<file path="src/rtl/xmem_pkg.sv">
package xmem_pkg;
  typedef enum logic [2:0] {
    PH_IDLE,
    PH_ALE,
    PH_SETUP,
    PH_STROBE,
    PH_HOLD
  } phase_e;

  // total clocks of one access
  function automatic int unsigned access_clks(int unsigned s, int unsigned mc);
    return mc * (2 + s);
  endfunction

  // strobe low time in clocks
  function automatic int unsigned strobe_clks(int unsigned s, int unsigned mc);
    return (s == 0) ? mc / 2 : mc * s;
  endfunction
endpackage

</file>
<file path="src/rtl/xmem_stretch_reg.sv">
module xmem_stretch_reg #(
  parameter int         STR_W    = 3,
  parameter logic [7:0] SFR_ADDR = 8'h8E,
  parameter int         STR_RST  = 1
) (
  input  logic             clk_i,
  input  logic             rst_ni,
  input  logic             we_i,
  input  logic [7:0]       addr_i,
  input  logic [7:0]       wdata_i,
  output logic [STR_W-1:0] stretch_o
);
  always_ff @(posedge clk_i or negedge rst_ni) begin
    if (!rst_ni)                          stretch_o <= STR_W'(STR_RST);
    else if (we_i && addr_i == SFR_ADDR)  stretch_o <= wdata_i[STR_W-1:0];
  end
endmodule

</file>
<file path="src/rtl/xmem_seq.sv">
module xmem_seq
  import xmem_pkg::*;
#(
  parameter int CLK_PER_MC = 4,
  parameter int STR_W      = 3,
  parameter int CNT_W      = 6
) (
  input  logic             clk_i,
  input  logic             rst_ni,
  input  logic             start_i,
  input  logic [STR_W-1:0] stretch_i,
  output logic             accept_o,
  output phase_e           phase_o,
  output logic             cap_o,
  output logic             last_o
);
  localparam int ALE_LEN   = CLK_PER_MC / 2;
  localparam int STB_START = ALE_LEN + 1;

  logic             active_q;
  logic [CNT_W-1:0] cnt_q, tot_last_q, stb_last_q;

  assign accept_o = start_i && !active_q;
  assign last_o   = active_q && (cnt_q == tot_last_q);
  assign cap_o    = active_q && (cnt_q == stb_last_q);

  always_ff @(posedge clk_i or negedge rst_ni) begin
    if (!rst_ni) begin
      active_q   <= 1'b0;
      cnt_q      <= '0;
      tot_last_q <= '0;
      stb_last_q <= '0;
    end else if (accept_o) begin
      active_q   <= 1'b1;
      cnt_q      <= '0;
      // stretch latched here: later writes wait for the next access
      tot_last_q <= CNT_W'(access_clks(int'(stretch_i), CLK_PER_MC) - 1);
      stb_last_q <= CNT_W'(STB_START + strobe_clks(int'(stretch_i), CLK_PER_MC) - 1);
    end else if (active_q) begin
      if (last_o) active_q <= 1'b0;
      else        cnt_q    <= cnt_q + 1'b1;
    end
  end

  always_comb begin
    if (!active_q)                          phase_o = PH_IDLE;
    else if (cnt_q < CNT_W'(ALE_LEN))       phase_o = PH_ALE;
    else if (cnt_q < CNT_W'(STB_START))     phase_o = PH_SETUP;
    else if (cnt_q <= stb_last_q)           phase_o = PH_STROBE;
    else                                    phase_o = PH_HOLD;
  end
endmodule

</file>
<file path="src/rtl/xmem_bus_drv.sv">
module xmem_bus_drv
  import xmem_pkg::*;
#(
  parameter int ADDR_W = 16,
  parameter int DATA_W = 8,
  parameter int HI_W   = ADDR_W - DATA_W
) (
  input  logic              clk_i,
  input  logic              rst_ni,
  input  logic              accept_i,
  input  logic              wr_i,
  input  logic [ADDR_W-1:0] addr_i,
  input  logic [DATA_W-1:0] wdata_i,
  input  phase_e            phase_i,
  input  logic              cap_i,
  input  logic [DATA_W-1:0] bus_i,
  output logic [DATA_W-1:0] bus_o,
  output logic              bus_oe_o,
  output logic [HI_W-1:0]   hi_addr_o,
  output logic              ale_o,
  output logic              rd_no,
  output logic              wr_no,
  output logic [DATA_W-1:0] rdata_o
);
  logic              wr_q;
  logic [ADDR_W-1:0] addr_q;
  logic [DATA_W-1:0] wdata_q;

  always_ff @(posedge clk_i or negedge rst_ni) begin
    if (!rst_ni) begin
      wr_q    <= 1'b0;
      addr_q  <= '0;
      wdata_q <= '0;
      rdata_o <= '0;
    end else begin
      if (accept_i) begin
        wr_q    <= wr_i;
        addr_q  <= addr_i;
        wdata_q <= wdata_i;
      end
      if (cap_i && !wr_q) rdata_o <= bus_i;
    end
  end

  logic busy;
  assign busy      = (phase_i != PH_IDLE);
  assign ale_o     = (phase_i == PH_ALE);
  assign rd_no     = !((phase_i == PH_STROBE) && !wr_q);
  assign wr_no     = !((phase_i == PH_STROBE) && wr_q);
  assign hi_addr_o = addr_q[ADDR_W-1:DATA_W];
  assign bus_oe_o  = ale_o || (busy && wr_q);
  assign bus_o     = ale_o ? addr_q[DATA_W-1:0] : (busy && wr_q) ? wdata_q : '0;
endmodule

</file>
<file path="src/rtl/xmem_cycle_gen.sv">
module xmem_cycle_gen
  import xmem_pkg::*;
#(
  parameter int         CLK_PER_MC = 4,
  parameter int         ADDR_W     = 16,
  parameter int         DATA_W     = 8,
  parameter int         STR_W      = 3,
  parameter logic [7:0] SFR_ADDR   = 8'h8E,
  parameter int         STR_RST    = 1
) (
  input  logic                     clk_i,
  input  logic                     rst_ni,
  input  logic                     sfr_we_i,
  input  logic [7:0]               sfr_addr_i,
  input  logic [7:0]               sfr_wdata_i,
  input  logic                     start_i,
  input  logic                     req_wr_i,
  input  logic [ADDR_W-1:0]        req_addr_i,
  input  logic [DATA_W-1:0]        req_wdata_i,
  input  logic [DATA_W-1:0]        bus_i,
  output logic [DATA_W-1:0]        bus_o,
  output logic                     bus_oe_o,
  output logic [ADDR_W-DATA_W-1:0] hi_addr_o,
  output logic                     ale_o,
  output logic                     rd_no,
  output logic                     wr_no,
  output logic [DATA_W-1:0]        rdata_o,
  output logic                     done_o
);
  localparam int MAX_CLKS = CLK_PER_MC * (2 + (1 << STR_W) - 1);
  localparam int CNT_W    = $clog2(MAX_CLKS + 1);

  logic [STR_W-1:0] stretch;
  logic             accept, cap;
  phase_e           phase;

  xmem_stretch_reg #(
    .STR_W(STR_W), .SFR_ADDR(SFR_ADDR), .STR_RST(STR_RST)
  ) u_str (
    .clk_i(clk_i), .rst_ni(rst_ni), .we_i(sfr_we_i),
    .addr_i(sfr_addr_i), .wdata_i(sfr_wdata_i), .stretch_o(stretch)
  );

  xmem_seq #(
    .CLK_PER_MC(CLK_PER_MC), .STR_W(STR_W), .CNT_W(CNT_W)
  ) u_seq (
    .clk_i(clk_i), .rst_ni(rst_ni), .start_i(start_i), .stretch_i(stretch),
    .accept_o(accept), .phase_o(phase), .cap_o(cap), .last_o(done_o)
  );

  xmem_bus_drv #(
    .ADDR_W(ADDR_W), .DATA_W(DATA_W)
  ) u_bus (
    .clk_i(clk_i), .rst_ni(rst_ni), .accept_i(accept), .wr_i(req_wr_i),
    .addr_i(req_addr_i), .wdata_i(req_wdata_i), .phase_i(phase), .cap_i(cap),
    .bus_i(bus_i), .bus_o(bus_o), .bus_oe_o(bus_oe_o), .hi_addr_o(hi_addr_o),
    .ale_o(ale_o), .rd_no(rd_no), .wr_no(wr_no), .rdata_o(rdata_o)
  );
endmodule

</file>
<file path="config.mk">
export PLATFORM = sky130hd
export DESIGN_NAME = xmem_cycle_gen
export DESIGN_NICKNAME = d
export VERILOG_FILES = /design/src/rtl/xmem_pkg.sv /design/src/rtl/xmem_stretch_reg.sv /design/src/rtl/xmem_seq.sv /design/src/rtl/xmem_bus_drv.sv /design/src/rtl/xmem_cycle_gen.sv
export SDC_FILE = /design/constraint.sdc
export NUM_CORES = 1
export LEC_CHECK = 0
export ABC_AREA = 1
export BUFFER_PORTS_ARGS = -buffer_cell sky130_fd_sc_hd__buf_2
export CORE_MARGIN = 4
export CORE_UTILIZATION = 50
export CTS_CLUSTER_DIAMETER = 80
export DETAILED_ROUTE_END_ITERATION = 6
export PLACE_DENSITY = 0.8
export SYNTH_ARGS = -nofsm -noshare
export SYNTH_HDL_FRONTEND = slang
export SYNTH_SLANG_ARGS = --single-unit
</file>
<file path="constraint.sdc">
create_clock -name clk_i -period 2.03 [get_ports clk_i]
set_input_delay 0.406 -clock clk_i [delete_from_list [all_inputs] [get_ports clk_i]]
set_output_delay 0.406 -clock clk_i [all_outputs]
set_load 0.005 [all_outputs]
</file>
Yosys cells after proc, flatten, opt, wreduce, memory -nomap -nowiden
Cells that the tools add are included.
{"block": "totals", "in_bits": 53, "ff_bits": 55, "elab_cells": 53}
{"block": "op_classes", "n_reduce_logical": 17, "n_addsub": 5, "muxes": 13, "n_lt_le_gt_ge": 3, "n_eq_ne": 6}
{"operator": "6-bit 2-to-1 mux", "count": 3}
{"operator": "8-bit 2-to-1 mux", "count": 2}
{"operator": "6-bit equality test", "count": 2}
{"operator": "6-bit by 2-bit less-than comparator with 1-bit output, second input constant", "count": 2}
{"operator": "3-bit 2-to-1 mux", "count": 4}
{"operator": "6-bit by 1-bit subtractor with 6-bit output, second input constant", "count": 2}
{"operator": "8-bit equality test, second input constant", "count": 1}
{"operator": "1-bit logical AND", "count": 8}
{"operator": "2-bit by 6-bit adder with 6-bit output, first input constant", "count": 1}
{"operator": "6-bit by 1-bit adder with 6-bit output, second input constant", "count": 1}
{"operator": "6-bit <= comparator", "count": 1}
{"operator": "5-bit 2-to-1 mux", "count": 1}
{"operator": "2-bit by 3-bit adder with 4-bit output, first input constant", "count": 1}
{"operator": "1-bit zero test", "count": 4}
{"operator": "3-bit by 1-bit equality test with 1-bit output, second input constant", "count": 1}
{"operator": "3-bit by 2-bit equality test with 1-bit output, second input constant", "count": 1}
{"operator": "3-bit zero test", "count": 1}
{"operator": "1-bit 2-to-1 mux", "count": 3}
{"operator": "3-bit nonzero test", "count": 1}
{"operator": "2-bit by 1-bit != test with 1-bit output, second input constant", "count": 1}
{"operator": "2-bit AND reduction", "count": 1}
{"operator": "2-bit nonzero test", "count": 1}
{"operator": "1-bit logical OR", "count": 1}

Longest topological paths before layout
{"block": "logic_depth", "word_depth": 9, "depth_mapped": 9, "ltp_nobuf": 8}

Cells and area by module
A second synthesis with hierarchy kept.
{"block": "unflattened", "hier_cells": 317, "area_unflattened_um2": 2907.8}
{"mod": "xmem_bus_drv", "instances": 1, "seq_area_each_um2": 825.8, "area_per_inst_um2": 1604.0, "cells_per_inst": 147}
{"mod": "xmem_seq", "instances": 1, "seq_area_each_um2": 425.4, "area_per_inst_um2": 1112.3, "cells_per_inst": 146}
{"mod": "xmem_stretch_reg", "instances": 1, "seq_area_each_um2": 76.3, "area_per_inst_um2": 191.4, "cells_per_inst": 24}

Worst setup path before layout
OpenSTA, ideal clock, no wires.
{"block": "synth_timing", "path_kind": "flip-flop to output port", "start": "reg u_seq.cnt_q[3]", "end": "out rd_no", "stages_incl_launch_ff": 6, "t_required_ns": 1.624, "setup_slack_ns": 0.199, "t_arrival_ns": 1.425, "path_buffers": 0, "cell_sequence": "dfrtp_1 > ha_1 > nand2_1 > nor3_4 > o21bai_1 > nand3b_1"}
{"block": "synth_via", "elab_chain_len": 8, "word_cells_on_any_way": 10}
{"item": "from (decl)", "line": "xmem_seq.sv:21", "source": "logic [CNT_W-1:0] cnt_q, tot_last_q, stb_last_q;"}
{"item": "from (signal assigned)", "line": "xmem_seq.sv:41", "source": "else cnt_q <= cnt_q + 1'b1;"}
{"item": "6-bit <= comparator", "line": "xmem_seq.sv:49", "source": "else if (cnt_q <= stb_last_q) phase_o = PH_STROBE;"}
{"item": "3-bit 2-to-1 mux", "line": "xmem_seq.sv:49"}
{"item": "3-bit 2-to-1 mux", "line": "xmem_seq.sv:48", "source": "else if (cnt_q < CNT_W'(STB_START)) phase_o = PH_SETUP;"}
{"item": "3-bit 2-to-1 mux (*)", "line": "xmem_seq.sv:47", "source": "else if (cnt_q < CNT_W'(ALE_LEN)) phase_o = PH_ALE;"}
{"item": "3-bit 2-to-1 mux (*)", "line": "xmem_seq.sv:46", "source": "if (!active_q) phase_o = PH_IDLE;"}
{"item": "3-bit by 2-bit equality test with 1-bit output (*)", "line": "xmem_bus_drv.sv:48", "source": "assign rd_no = !((phase_i == PH_STROBE) && !wr_q);"}
{"item": "1-bit logical AND (*)", "line": "xmem_bus_drv.sv:48"}
{"item": "1-bit zero test (*)", "line": "xmem_bus_drv.sv:48"}
{"item": "to (decl)", "line": "xmem_cycle_gen.sv:25", "source": "output logic rd_no,"}
Every way passes the cells marked *; elsewhere a longest branch is shown, timed or not.

Final worst setup path
{"block": "layout_timing", "start": "reg u_seq.cnt_q[4]", "end": "out rd_no"}
The elaborated chain is that of the path after synthesis.

==> impl_metrics.env <==
export IMPL_yosys_warnings=0
export IMPL_synthCells=333
export IMPL_worst_setup_path_type="reg -> out"
export IMPL_met3_usage_pct=4.545
export IMPL_num_antenna_cells=0
export IMPL_syn2layout_area_growth_pct=26.04
export IMPL_place_inst=471
export IMPL_arrival_ns=1.70
export IMPL_drt_pass1_iterations=4
export IMPL_crit_path_max_incr_delay_ns=0.47
export IMPL_worstMarginPinSlew_ns=0.3684
export IMPL_ios=82
export IMPL_synth_avg_cell_area_sq_um=8.052
export IMPL_synth_seq_cells=53
export IMPL_drc=0
export IMPL_fin_worst_skew_ns=0.007041
export IMPL_worst_slack_ns=-0.07336
export IMPL_antenna_found_initial=0
export IMPL_port_buffer_count=76
export IMPL_hold_path_class="in -> async"
export IMPL_clockBufferDepth=2
export IMPL_violations="setup timing"
export IMPL_nets=482
export IMPL_max_slew_margin_rel_pct=75.41
export IMPL_cts_root_buf="clkbuf_8"
export IMPL_start_util_pct=52.17
export IMPL_drt_iter0_drc=174
export IMPL_core_area_sq_mm=0.005140
export IMPL_dp_hpwl_um=4275
export IMPL_required_ns=1.62
export IMPL_max_freq_ghz=0.4754
export IMPL_hold_buffers=0
export IMPL_cp_end_kind="output pin"
export IMPL_crit_path_top_delay_cell="dfrtp_2"
export IMPL_period_share_pct=103.6
export IMPL_syn_cell_area_sq_mm=0.002681
export IMPL_max_cap_viol_count=0
export IMPL_gr_usage_all_layers_pct=19.69
export IMPL_synth_seq_area_share_pct=49.51
export IMPL_grt_busiest_layer="met2"
export IMPL_die_x_um=81.23
export IMPL_cts_sinks=53
export IMPL_p_leak_nw=1.921
export IMPL_path_cells="ha_4 > nand2_4 > nor3_4 > o21bai_4 > nand3b_1 > buf_2"
export IMPL_path_clk_slew_ns=0.09
export IMPL_critPathMaxFanout=4
export IMPL_rsz0062_at_grt="true"
export IMPL_drt_wl_total_um=6131
export IMPL_cts_tree="built"
export IMPL_finalHoldViolations=0
export IMPL_startpoint_type="flop"
export IMPL_dieArea_sq_mm=0.006598
export IMPL_placed_area_sq_mm=0.003113
export IMPL_gp_congestion=0.8898
export IMPL_layout_common_cells="nand2_1, buf_2, dfrtp_1"
export IMPL_clk_latency_ns=0.30
export IMPL_finalPower_mw=4.618
export IMPL_grt_pass1_vias=2434
export IMPL_final_cells=489
export IMPL_grt_max_degree=54
export IMPL_grt_pass1_wl_um=10310
export IMPL_p_per_area_mw_per_mm2=1367
export IMPL_cts_htree_levels=2
export IMPL_grt_ovfl_total=0
export IMPL_use_met1_pct=24.11
export IMPL_synth_nets=396
export IMPL_cts_buffers=5
export IMPL_viasPerCell=4.990
export IMPL_status="finished, violations left"
export IMPL_grt_use_met2_pct=34.40
export IMPL_stdcell_area_sq_mm=0.003379
export IMPL_die_h_um=81.23
export IMPL_ant_nets=0
export IMPL_layout_drive_gt1_share_pct=32.46
export IMPL_final_common_cell="nand2_1"
export IMPL_rows=26
export IMPL_num_vias=2440
export IMPL_wl_per_cell_um=12.54
export IMPL_vdd_drop_max_mv=0.6648
export IMPL_min_period_ns=2.103
export IMPL_synth_cell_types=28
export IMPL_timing_hold_ws_ns=0.07718
export IMPL_setup_viol=10
export IMPL_maxSlewViolCount=0
-- what timing repair did --
action                                  in CTS  in global routing
setup buffers                                5                  4
hold endpoints to repair                     0                  0
cloned                                       2                  0
gates resized for setup                     17                  9
pin swaps                                    9                 11
endpoints found under the setup margin      11                 13
-- synth_stat cells --
cell      instances  area share [%]
a21oi_1           7             1.3
buf_1             1            0.14
buf_2             6             1.1
buf_4             8             2.2
buf_6             2            0.84
dfrtp_1          52              49
dfstp_2           1            0.98
ha_1             10             4.7
inv_1            24             3.4
inv_2             2            0.28
inv_4             1            0.23
nand2_1         147              21
nand2_2           4            0.93
nand2_4           1            0.42
nand3_1          32             6.0
nand3_4           1            0.65
nand3b_1          1            0.28
nand4_1           6             1.4
nor2_1           10             1.4
nor2_2            1            0.23
nor2_4            2            0.84
nor3_1            2            0.37
nor3_4            1            0.61
o21ai_0           6             1.1
o21bai_1          1            0.28
o22ai_1           1            0.23
xnor2_1           1            0.33
xor2_1            2            0.65
-- per-stage QoR --
stage | worst slack (ns) | setup TNS [ns] | utilization, %
4_1_cts | -0.04237 | -0.08265 | 64.73
3_3_place_gp | 0.2271 | 0 | 60.56
5_1_grt | -0.1533 | -1.473 | 65.75
6_report | -0.07336 | -0.5061 | 65.75
3_5_place_dp | 0.1803 | 0 | 60.56
2_1_floorplan | 0.1987 | 0 | -
-- worst max-delay path: cells and delay by family, from the launching register on --
kind | cells | cell delay [ns]
flops | 1 | 0.47
simple gates | 3 | 0.34
fa+ha+maj | 1 | 0.29
compound gates | 1 | 0.15
buf+inv | 1 | 0.14
-- final timing paths --
path | from | to | slack (ns) | cells after the start
worst max-delay path | u_seq.cnt_q[4]$_DFFE_PN0P_ | rd_no | -0.07 | 6
worst max register to register | u_seq.cnt_q[4]$_DFFE_PN0P_ | u_bus.rdata_o[0]$_DFFE_PN0P_ | 0.37 | 8
worst min register to register | u_bus.rdata_o[4]$_DFFE_PN0P_ | u_bus.rdata_o[4]$_DFFE_PN0P_ | 0.47 | 2
max in group asynchronous | rst_ni | u_str.stretch_o[0]$_DFFE_PN1P_ | 1.67 | 2
worst min-delay path | rst_ni | u_bus.addr_q[10]$_DFFE_PN0P_ | 0.08 | 2
min in group clk_i | req_addr_i[9] | u_bus.addr_q[9]$_DFFE_PN0P_ | 0.29 | 3
-- power breakdown --
group	internal (mW)	switching, mW	total [mW]
clock network	0.270	0.329	0.599
registers	1.50	0.316	1.82
logic	0.923	1.28	2.20
-- layer usage --
layer / part of all wire, % / vias to the layer above
met1: 42 / 1142
li1: - / 1208
met2: 50 / 79
met5: 0 / -
met4: 1.1 / 0
met3: 6.5 / 11
-- cell families after synthesis --
kind of cell               Yosys count  share of synthesized area [%]
and+or+nand+nor                    208                          33.69
xor gates and xnor gates             3                         0.9801
buffers and inverters               44                          8.213
DFF                                 53                          49.51
adders and majority gates           10                          4.666
AOI/OAI and AO/OA                   15                          2.940
-- state kept, by name, summed over array words and instances, names as in the netlist --
signal            count
u_bus.addr_q         16
u_bus.rdata_o         8
u_bus.wdata_q         8
u_seq.cnt_q           6
u_seq.stb_last_q      5
u_seq.tot_last_q      5
u_str.stretch_o       3
u_bus.wr_q            1
u_seq.active_q        1
-- cell type report --
class	count	area, sq um
fillers	460	1760
flip-flops and latches	53	1330
multi-input cells	237	1232
repair buffers	94	528.0
inverters	27	103.9
well taps	70	87.58
clock buffers	6	82.58
clock inverters	1	7.507
repair inverters	1	7.507
No activity file was read; power rests on OpenSTA's default activity.
